==> src/rtl/cfgp_pkg.sv <==
package cfgp_pkg;

    typedef enum logic [1:0] {
        KEY_LOCKED = 2'd0,
        KEY_HALF   = 2'd1,
        KEY_OPEN   = 2'd2
    } key_state_e;

    localparam logic [7:0] KEY_OPEN_BYTE  = 8'h87;
    localparam logic [7:0] KEY_CLOSE_BYTE = 8'hAA;

    localparam logic [7:0] IDX_LDSEL      = 8'h07;
    localparam logic [7:0] IDX_DEVID_HI   = 8'h20;
    localparam logic [7:0] IDX_DEVID_LO   = 8'h21;
    localparam logic [7:0] IDX_REVISION   = 8'h22;
    localparam logic [7:0] IDX_VENDOR_HI  = 8'h23;
    localparam logic [7:0] IDX_VENDOR_LO  = 8'h24;
    localparam logic [7:0] IDX_BANK_FIRST = 8'h30;
    localparam logic [7:0] IDX_ENABLE     = 8'h30;
    localparam logic [7:0] IDX_BASE_HI    = 8'h60;
    localparam logic [7:0] IDX_BASE_LO    = 8'h61;

    localparam logic [7:0] LOCKED_READ    = 8'hFF;
    localparam logic [7:0] EMPTY_READ     = 8'h00;

endpackage

==> src/rtl/cfgp_key_seq.sv <==
module cfgp_key_seq
    import cfgp_pkg::*;
(
    input  logic       clk,
    input  logic       rst_n,
    input  logic       idx_wr,
    input  logic [7:0] wbyte,
    output logic       open
);

    typedef struct packed {
        key_state_e st;
    } key_regs_t;

    key_regs_t r_d, r_q;

    always_comb begin
        r_d = r_q;
        if (idx_wr) begin
            case (r_q.st)
                KEY_LOCKED: if (wbyte == KEY_OPEN_BYTE) r_d.st = KEY_HALF;
                KEY_HALF:   r_d.st = (wbyte == KEY_OPEN_BYTE) ? KEY_OPEN : KEY_LOCKED;
                KEY_OPEN:   if (wbyte == KEY_CLOSE_BYTE) r_d.st = KEY_LOCKED;
                default:    r_d.st = KEY_LOCKED;
            endcase
        end
    end

    always_ff @(posedge clk) begin
        if (!rst_n) r_q <= '{st: KEY_LOCKED};
        else        r_q <= r_d;
    end

    assign open = (r_q.st == KEY_OPEN);

endmodule

==> src/rtl/cfgp_global_regs.sv <==
module cfgp_global_regs
    import cfgp_pkg::*;
#(
    parameter int          LD_W      = 3,
    parameter logic [15:0] DEV_ID    = 16'h5A3C,
    parameter logic [7:0]  REV_ID    = 8'h11,
    parameter logic [15:0] VENDOR_ID = 16'h1934
) (
    input  logic            clk,
    input  logic            rst_n,
    input  logic            wr_en,
    input  logic [7:0]      idx,
    input  logic [7:0]      wbyte,
    output logic [LD_W-1:0] ld_sel,
    output logic [7:0]      rd_data
);

    typedef struct packed {
        logic [7:0] ldsel;
    } glob_regs_t;

    glob_regs_t r_d, r_q;

    always_comb begin
        r_d = r_q;
        if (wr_en && idx == IDX_LDSEL) r_d.ldsel = wbyte;
    end

    always_ff @(posedge clk) begin
        if (!rst_n) r_q <= '{ldsel: 8'h00};
        else        r_q <= r_d;
    end

    always_comb begin
        case (idx)
            IDX_LDSEL:     rd_data = r_q.ldsel;
            IDX_DEVID_HI:  rd_data = DEV_ID[15:8];
            IDX_DEVID_LO:  rd_data = DEV_ID[7:0];
            IDX_REVISION:  rd_data = REV_ID;
            IDX_VENDOR_HI: rd_data = VENDOR_ID[15:8];
            IDX_VENDOR_LO: rd_data = VENDOR_ID[7:0];
            default:       rd_data = EMPTY_READ;
        endcase
    end

    assign ld_sel = r_q.ldsel[LD_W-1:0];

endmodule

==> src/rtl/cfgp_bank_regs.sv <==
module cfgp_bank_regs
    import cfgp_pkg::*;
#(
    parameter int         NUM_LD  = 8,
    parameter int         LD_W    = 3,
    parameter logic [7:0] FN_BASE = 8'hF0,
    parameter int         FN_REGS = 16
) (
    input  logic               clk,
    input  logic               rst_n,
    input  logic               wr_en,
    input  logic [LD_W-1:0]    ld_sel,
    input  logic [7:0]         idx,
    input  logic [7:0]         wbyte,
    output logic [7:0]         rd_data,
    output logic [NUM_LD-1:0]  ld_enable,
    output logic [NUM_LD*16-1:0] ld_base
);

    localparam int BASE_W = 16;

    typedef struct packed {
        logic                     en;
        logic [7:0]               bhi;
        logic [7:0]               blo;
        logic [FN_REGS-1:0][7:0]  fn;
    } bank_t;

    logic [NUM_LD-1:0][7:0] lane_rd;

    for (genvar g = 0; g < NUM_LD; g++) begin : g_ld
        bank_t b_d, b_q;
        logic  hit;

        assign hit = wr_en && (ld_sel == LD_W'(g));

        always_comb begin
            b_d = b_q;
            if (hit) begin
                if (idx == IDX_ENABLE)  b_d.en  = wbyte[0];
                if (idx == IDX_BASE_HI) b_d.bhi = wbyte;
                if (idx == IDX_BASE_LO) b_d.blo = wbyte;
                for (int k = 0; k < FN_REGS; k++) begin
                    if (idx == 8'(int'(FN_BASE) + k)) b_d.fn[k] = wbyte;
                end
            end
        end

        always_ff @(posedge clk) begin
            if (!rst_n) b_q <= '0;
            else        b_q <= b_d;
        end

        always_comb begin
            lane_rd[g] = EMPTY_READ;
            if (idx == IDX_ENABLE)  lane_rd[g] = {7'b0, b_q.en};
            if (idx == IDX_BASE_HI) lane_rd[g] = b_q.bhi;
            if (idx == IDX_BASE_LO) lane_rd[g] = b_q.blo;
            for (int k = 0; k < FN_REGS; k++) begin
                if (idx == 8'(int'(FN_BASE) + k)) lane_rd[g] = b_q.fn[k];
            end
        end

        assign ld_enable[g]                 = b_q.en;
        assign ld_base[g*BASE_W +: BASE_W]  = {b_q.bhi, b_q.blo};
    end

    always_comb begin
        rd_data = EMPTY_READ;
        for (int g = 0; g < NUM_LD; g++) begin
            if (ld_sel == LD_W'(g)) rd_data = lane_rd[g];
        end
    end

endmodule

==> src/rtl/cfgp_port.sv <==
module cfgp_port
    import cfgp_pkg::*;
#(
    parameter int          NUM_LD    = 8,
    parameter int          LD_W      = (NUM_LD > 1) ? $clog2(NUM_LD) : 1,
    parameter logic [7:0]  FN_BASE   = 8'hF0,
    parameter int          FN_REGS   = 16,
    parameter logic [15:0] DEV_ID    = 16'h5A3C,
    parameter logic [7:0]  REV_ID    = 8'h11,
    parameter logic [15:0] VENDOR_ID = 16'h1934
) (
    input  logic                 clk,
    input  logic                 rst_n,
    input  logic                 host_wr,
    input  logic                 host_rd,
    input  logic                 host_addr,
    input  logic [7:0]           host_wdata,
    output logic [7:0]           host_rdata,
    output logic                 cfg_wr_stb,
    output logic [LD_W-1:0]      cfg_ld,
    output logic [7:0]           cfg_idx,
    output logic [7:0]           cfg_wdata,
    output logic [NUM_LD-1:0]    ld_enable,
    output logic [NUM_LD*16-1:0] ld_base
);

    typedef struct packed {
        logic [7:0]      idx;
        logic [7:0]      rdata;
        logic            stb;
        logic [LD_W-1:0] stb_ld;
        logic [7:0]      stb_idx;
        logic [7:0]      stb_wdata;
    } port_regs_t;

    port_regs_t r_d, r_q;

    logic            key_open;
    logic            idx_wr;
    logic            dat_wr;
    logic            glob_wr;
    logic            bank_wr;
    logic [LD_W-1:0] ld_sel;
    logic [7:0]      glob_rd;
    logic [7:0]      bank_rd;
    logic [7:0]      cur_idx;

    assign cur_idx = r_q.idx;
    assign idx_wr  = host_wr && !host_addr;
    assign dat_wr  = host_wr && host_addr && key_open;
    assign glob_wr = dat_wr && (r_q.idx <  IDX_BANK_FIRST);
    assign bank_wr = dat_wr && (r_q.idx >= IDX_BANK_FIRST);

    cfgp_key_seq u_key (
        .clk    (clk),
        .rst_n  (rst_n),
        .idx_wr (idx_wr),
        .wbyte  (host_wdata),
        .open   (key_open)
    );

    cfgp_global_regs #(
        .LD_W      (LD_W),
        .DEV_ID    (DEV_ID),
        .REV_ID    (REV_ID),
        .VENDOR_ID (VENDOR_ID)
    ) u_glob (
        .clk     (clk),
        .rst_n   (rst_n),
        .wr_en   (glob_wr),
        .idx     (r_q.idx),
        .wbyte   (host_wdata),
        .ld_sel  (ld_sel),
        .rd_data (glob_rd)
    );

    cfgp_bank_regs #(
        .NUM_LD  (NUM_LD),
        .LD_W    (LD_W),
        .FN_BASE (FN_BASE),
        .FN_REGS (FN_REGS)
    ) u_bank (
        .clk       (clk),
        .rst_n     (rst_n),
        .wr_en     (bank_wr),
        .ld_sel    (ld_sel),
        .idx       (r_q.idx),
        .wbyte     (host_wdata),
        .rd_data   (bank_rd),
        .ld_enable (ld_enable),
        .ld_base   (ld_base)
    );

    always_comb begin
        r_d     = r_q;
        r_d.stb = 1'b0;

        if (idx_wr && key_open && host_wdata != KEY_CLOSE_BYTE) r_d.idx = host_wdata;

        if (host_rd) begin
            if (!key_open)                     r_d.rdata = LOCKED_READ;
            else if (!host_addr)               r_d.rdata = r_q.idx;
            else if (r_q.idx < IDX_BANK_FIRST) r_d.rdata = glob_rd;
            else                               r_d.rdata = bank_rd;
        end

        if (bank_wr) begin
            r_d.stb       = 1'b1;
            r_d.stb_ld    = ld_sel;
            r_d.stb_idx   = r_q.idx;
            r_d.stb_wdata = host_wdata;
        end
    end

    always_ff @(posedge clk) begin
        if (!rst_n) begin
            r_q       <= '0;
            r_q.rdata <= LOCKED_READ;
        end else begin
            r_q <= r_d;
        end
    end

    assign host_rdata = r_q.rdata;
    assign cfg_wr_stb = r_q.stb;
    assign cfg_ld     = r_q.stb_ld;
    assign cfg_idx    = r_q.stb_idx;
    assign cfg_wdata  = r_q.stb_wdata;

endmodule

==> config.mk <==
export PLATFORM = sky130hd
export DESIGN_NAME = cfgp_port
export DESIGN_NICKNAME = d
export VERILOG_FILES = /design/src/rtl/cfgp_pkg.sv /design/src/rtl/cfgp_key_seq.sv /design/src/rtl/cfgp_global_regs.sv /design/src/rtl/cfgp_bank_regs.sv /design/src/rtl/cfgp_port.sv
export SDC_FILE = /design/constraint.sdc
export NUM_CORES = 2
export LEC_CHECK = 0
export ABC_AREA = 1
export BUFFER_PORTS_ARGS = -buffer_cell sky130_fd_sc_hd__clkbuf_2
export CAP_MARGIN = 20
export CORE_ASPECT_RATIO = 1.2
export CORE_MARGIN = 5
export CORE_UTILIZATION = 60
export CTS_CLUSTER_SIZE = 14
export DETAILED_ROUTE_END_ITERATION = 6
export PLACE_DENSITY = 0.75
export SKIP_LAST_GASP = 1
export SYNTH_ARGS = -nofsm -noshare
export SYNTH_HDL_FRONTEND = slang
export SYNTH_SLANG_ARGS = --single-unit
export TNS_END_PERCENT = 1
==> constraint.sdc <==
create_clock -name clk -period 3.1 [get_ports clk]
set_clock_uncertainty 0.1 [all_clocks]
set_input_delay 0.155 -clock clk [delete_from_list [all_inputs] [get_ports clk]]
set_output_delay 0.155 -clock clk [all_outputs]
set_load 0.005 [all_outputs]
==> flow_metrics.tcl <==
set metrics [dict create \
    p_per_area_mw_per_mm2 547.2 \
    ys_warn_count 0 \
    worstSkewPairLatency_ns 0.71 \
    syn_inst 6651 \
    route.vias.total 47590 \
    place.gp.congestion 0.9290 \
    hold_viol 8 \
    cap_violations 0 \
    core_mm2 0.08302 \
    worstMarginPinSlew_ns 1.142 \
    rows 116 \
    syn_nets 6664 \
    die-area_mm2 0.08918 \
    final_cell_mix "dfxtp_1, a21oi_1, o21ai_0" \
    hold_ws_ns -0.2842 \
    nNetsFinal 6729 \
    place.port_buffers 176 \
    ios 177 \
    final_common_cell "dfxtp_1" \
    total_power_mw 31.50 \
    fillers 6688 \
    min_path_type "in -> reg" \
    hpwl_um 101300 \
    fin_ws_ns -0.3703 \
    cpPeakStageDelay_ns 0.37 \
    cp_top_family "simple AND/OR/NAND/NOR gates" \
    cts_buffer_depth 3 \
    ant_nets 0 \
    maxSlewHeadroom_pct 23.90 \
    cp-start-kind "flop" \
    vias_per_cell 5.998 \
    cts-root-buf "clkbuf_16" \
    yosysSeqAreaShare_pct 48.32 \
    synth.distinct_cells 41 \
    ys_async_sr_fraction_pct 0 \
    max_freq_mhz 288.2 \
    cts_tree "built" \
    synth.avg_cell_area_um2 7.513 \
    rsz0062_at_grt "true" \
    cellLeakagePower_nw 22.84 \
    finalSetupViolCount 103 \
    initial_core_util_pct 60.19 \
    violations "hold timing, setup timing" \
    synth-edff-count 0 \
    grt_pass1_wl_um 246500 \
    die_h_um 326.1 \
    htreeDepth 3 \
    final_util_pct 69.35 \
    critPathArrivalTime_ns 3.96 \
    grt_pass1_vias 42890 \
    routed_wl_um 160600 \
    dieWidth_um 273.4 \
    vdd_ir_drop_max_mv 0.5011 \
    cp_common_cell "nand2_1" \
    critPathSlowestCell "dfxtp_4" \
    path_buf_inv 5 \
    numClockSinks 1206 \
    path_class "reg -> reg" \
    hold_buffers 12 \
    clk_pin_slew_ns 0.07 \
    n_antenna_cell 0 \
    first_iter_violations 6453 \
    finalMaxSlewViolations 0 \
    numCtsBuffers 116 \
    place_ws_ns -0.6410 \
    crit_fanout 5 \
    area_growth_syn_to_layout_pct 15.22 \
    ys_ff_latch 1206 \
    drc 0 \
    syn-cell-area_mm2 0.04997 \
    drive_gt1_share_pct 14.82 \
    end_kind "flop" \
    grt_use_total_pct 34.16 \
    worst_ep_required_time_ns 3.59 \
    grt_max_degree 148 \
    outcome "finished, violations left" \
    drtPass1Iterations 7 \
    antenna_found_initial 0 \
    synth_ff_type "dfxtp_1" \
    multi_input_area_mm2 0.02185 \
    min_period_ns 3.470 \
    wl_per_cell_um 20.24 \
    overflow 0 \
    fin_crit_sh_pct 111.9 \
    seq_area_mm2 0.02417 \
]
## per-layer routing
metal / global-route usage, % / vias up / wire length [um]
met5: 0 / - / 0
li1: - / 22630 / -
met3: 4.751 / 384 / 13900
met1: 47.30 / 22160 / 66820
met2: 53.26 / 2420 / 71860
met4: 15.59 / 0 / 8044
## sequential cells by signal, summed over array words and instances, names as in the netlist
name              cells
cfg_idx               8
cfg_ld                3
cfg_wdata             8
cfg_wr_stb            1
cur_idx               8
host_rdata            8
u_bank.g_ld.b_q    1024
u_bank.ld_base      128
u_bank.ld_enable      8
u_glob.r_q            8
u_key.r_q             2
## power by group
group / switching (mW) / internal (mW) / leakage [nW] / total (mW)
sequential: 0.00464 / 15.5 / 9.71 / 15.5
combinational: 0.627 / 0.131 / 11.1 / 0.757
clock: 6.19 / 9.06 / 2.04 / 15.2
total: 6.82 / 24.7 / 22.8 / 31.5
## timing repair
action / CTS / global route
setup endpoints to repair: 8 / 274
pin swaps: 34 / 37
gates resized for setup: 56 / 51
gates cloned: 3 / 0
setup buffers: 18 / 4
endpoints found under the hold margin: 56 / 8
## tightest hold or removal path: stages
cell and delay, ns:
clkbuf_2 0.22, nand2_1 0.08, nand2_1 0.04
## cell families (layout without fill, tap and decap cells)
group | Yosys count | after routing | synth area share (%)
buf+inv | 950 | 1110 | 8.699
simple gates | 2004 | 2006 | 17.16
flops | 1206 | 1206 | 48.32
compound gates | 2484 | 2484 | 25.69
mux | 7 | 7 | 0.1402
## Yosys cell counts, drive strengths merged (2+ instances only)
library cell	number	area share, %
o21bai	4	0.060
clkinv	7	0.053
nand3b	7	0.11
a211oi	130	2.0
nor3	7	0.080
nand2	1063	8.0
a21oi	1190	12
buf	309	3.9
dfxtp	1206	48
a311oi	8	0.14
mux2i	7	0.14
a31o	2	0.035
o21ai	1138	11
or2	32	0.40
inv	255	1.9
nand4	199	2.5
a221oi	3	0.053
clkbuf	379	2.8
o22ai	4	0.050
nor2	576	4.9
nand3	115	1.2
o21a	3	0.045
nor3b	2	0.030
## layout make-up
type	instances	area share [%]
Tap cell	1121	2.436
Clock buffer	170	5.954
Inverter	262	1.795
Sequential cell	1206	41.97
Multi-Input combinational cell	4497	37.94
Timing Repair Buffer	633	8.688
Clock inverter	45	1.210
## through the flow
step	setup TNS, ns	std cells	cell area (um^2)	hold slack, ns
after floorplan	0	6651	49970	0.2468
after global placement	-2.977	7683	52750	0.3375
after detailed placement	-3.316	7683	52750	0.3478
after CTS	-1.908	7930	57350	-0.3165
after global routing	-31.01	7934	57580	-0.2965
final	-5.725	7934	57580	-0.2842
## path summary, 6_finish.rpt
| kind | slack, ns | cells after the start | from | to |
|---|---|---|---|---|
| setup / recovery | -0.37 | 27 | cur_idx[4]$_SDFFE_PN0P_ | host_rdata[7]$_SDFFE_PN1P_ |
| hold / removal | -0.28 | 3 | host_rd | host_rdata[4]$_SDFFE_PN1P_ |
| setup reg to reg | -0.37 | 27 | cur_idx[4]$_SDFFE_PN0P_ | host_rdata[7]$_SDFFE_PN1P_ |
| hold reg to reg | 0.36 | 2 | cfg_idx[6]$_SDFFE_PN0P_ | cfg_idx[6]$_SDFFE_PN0P_ |
(Power assumes the default switching activity.)
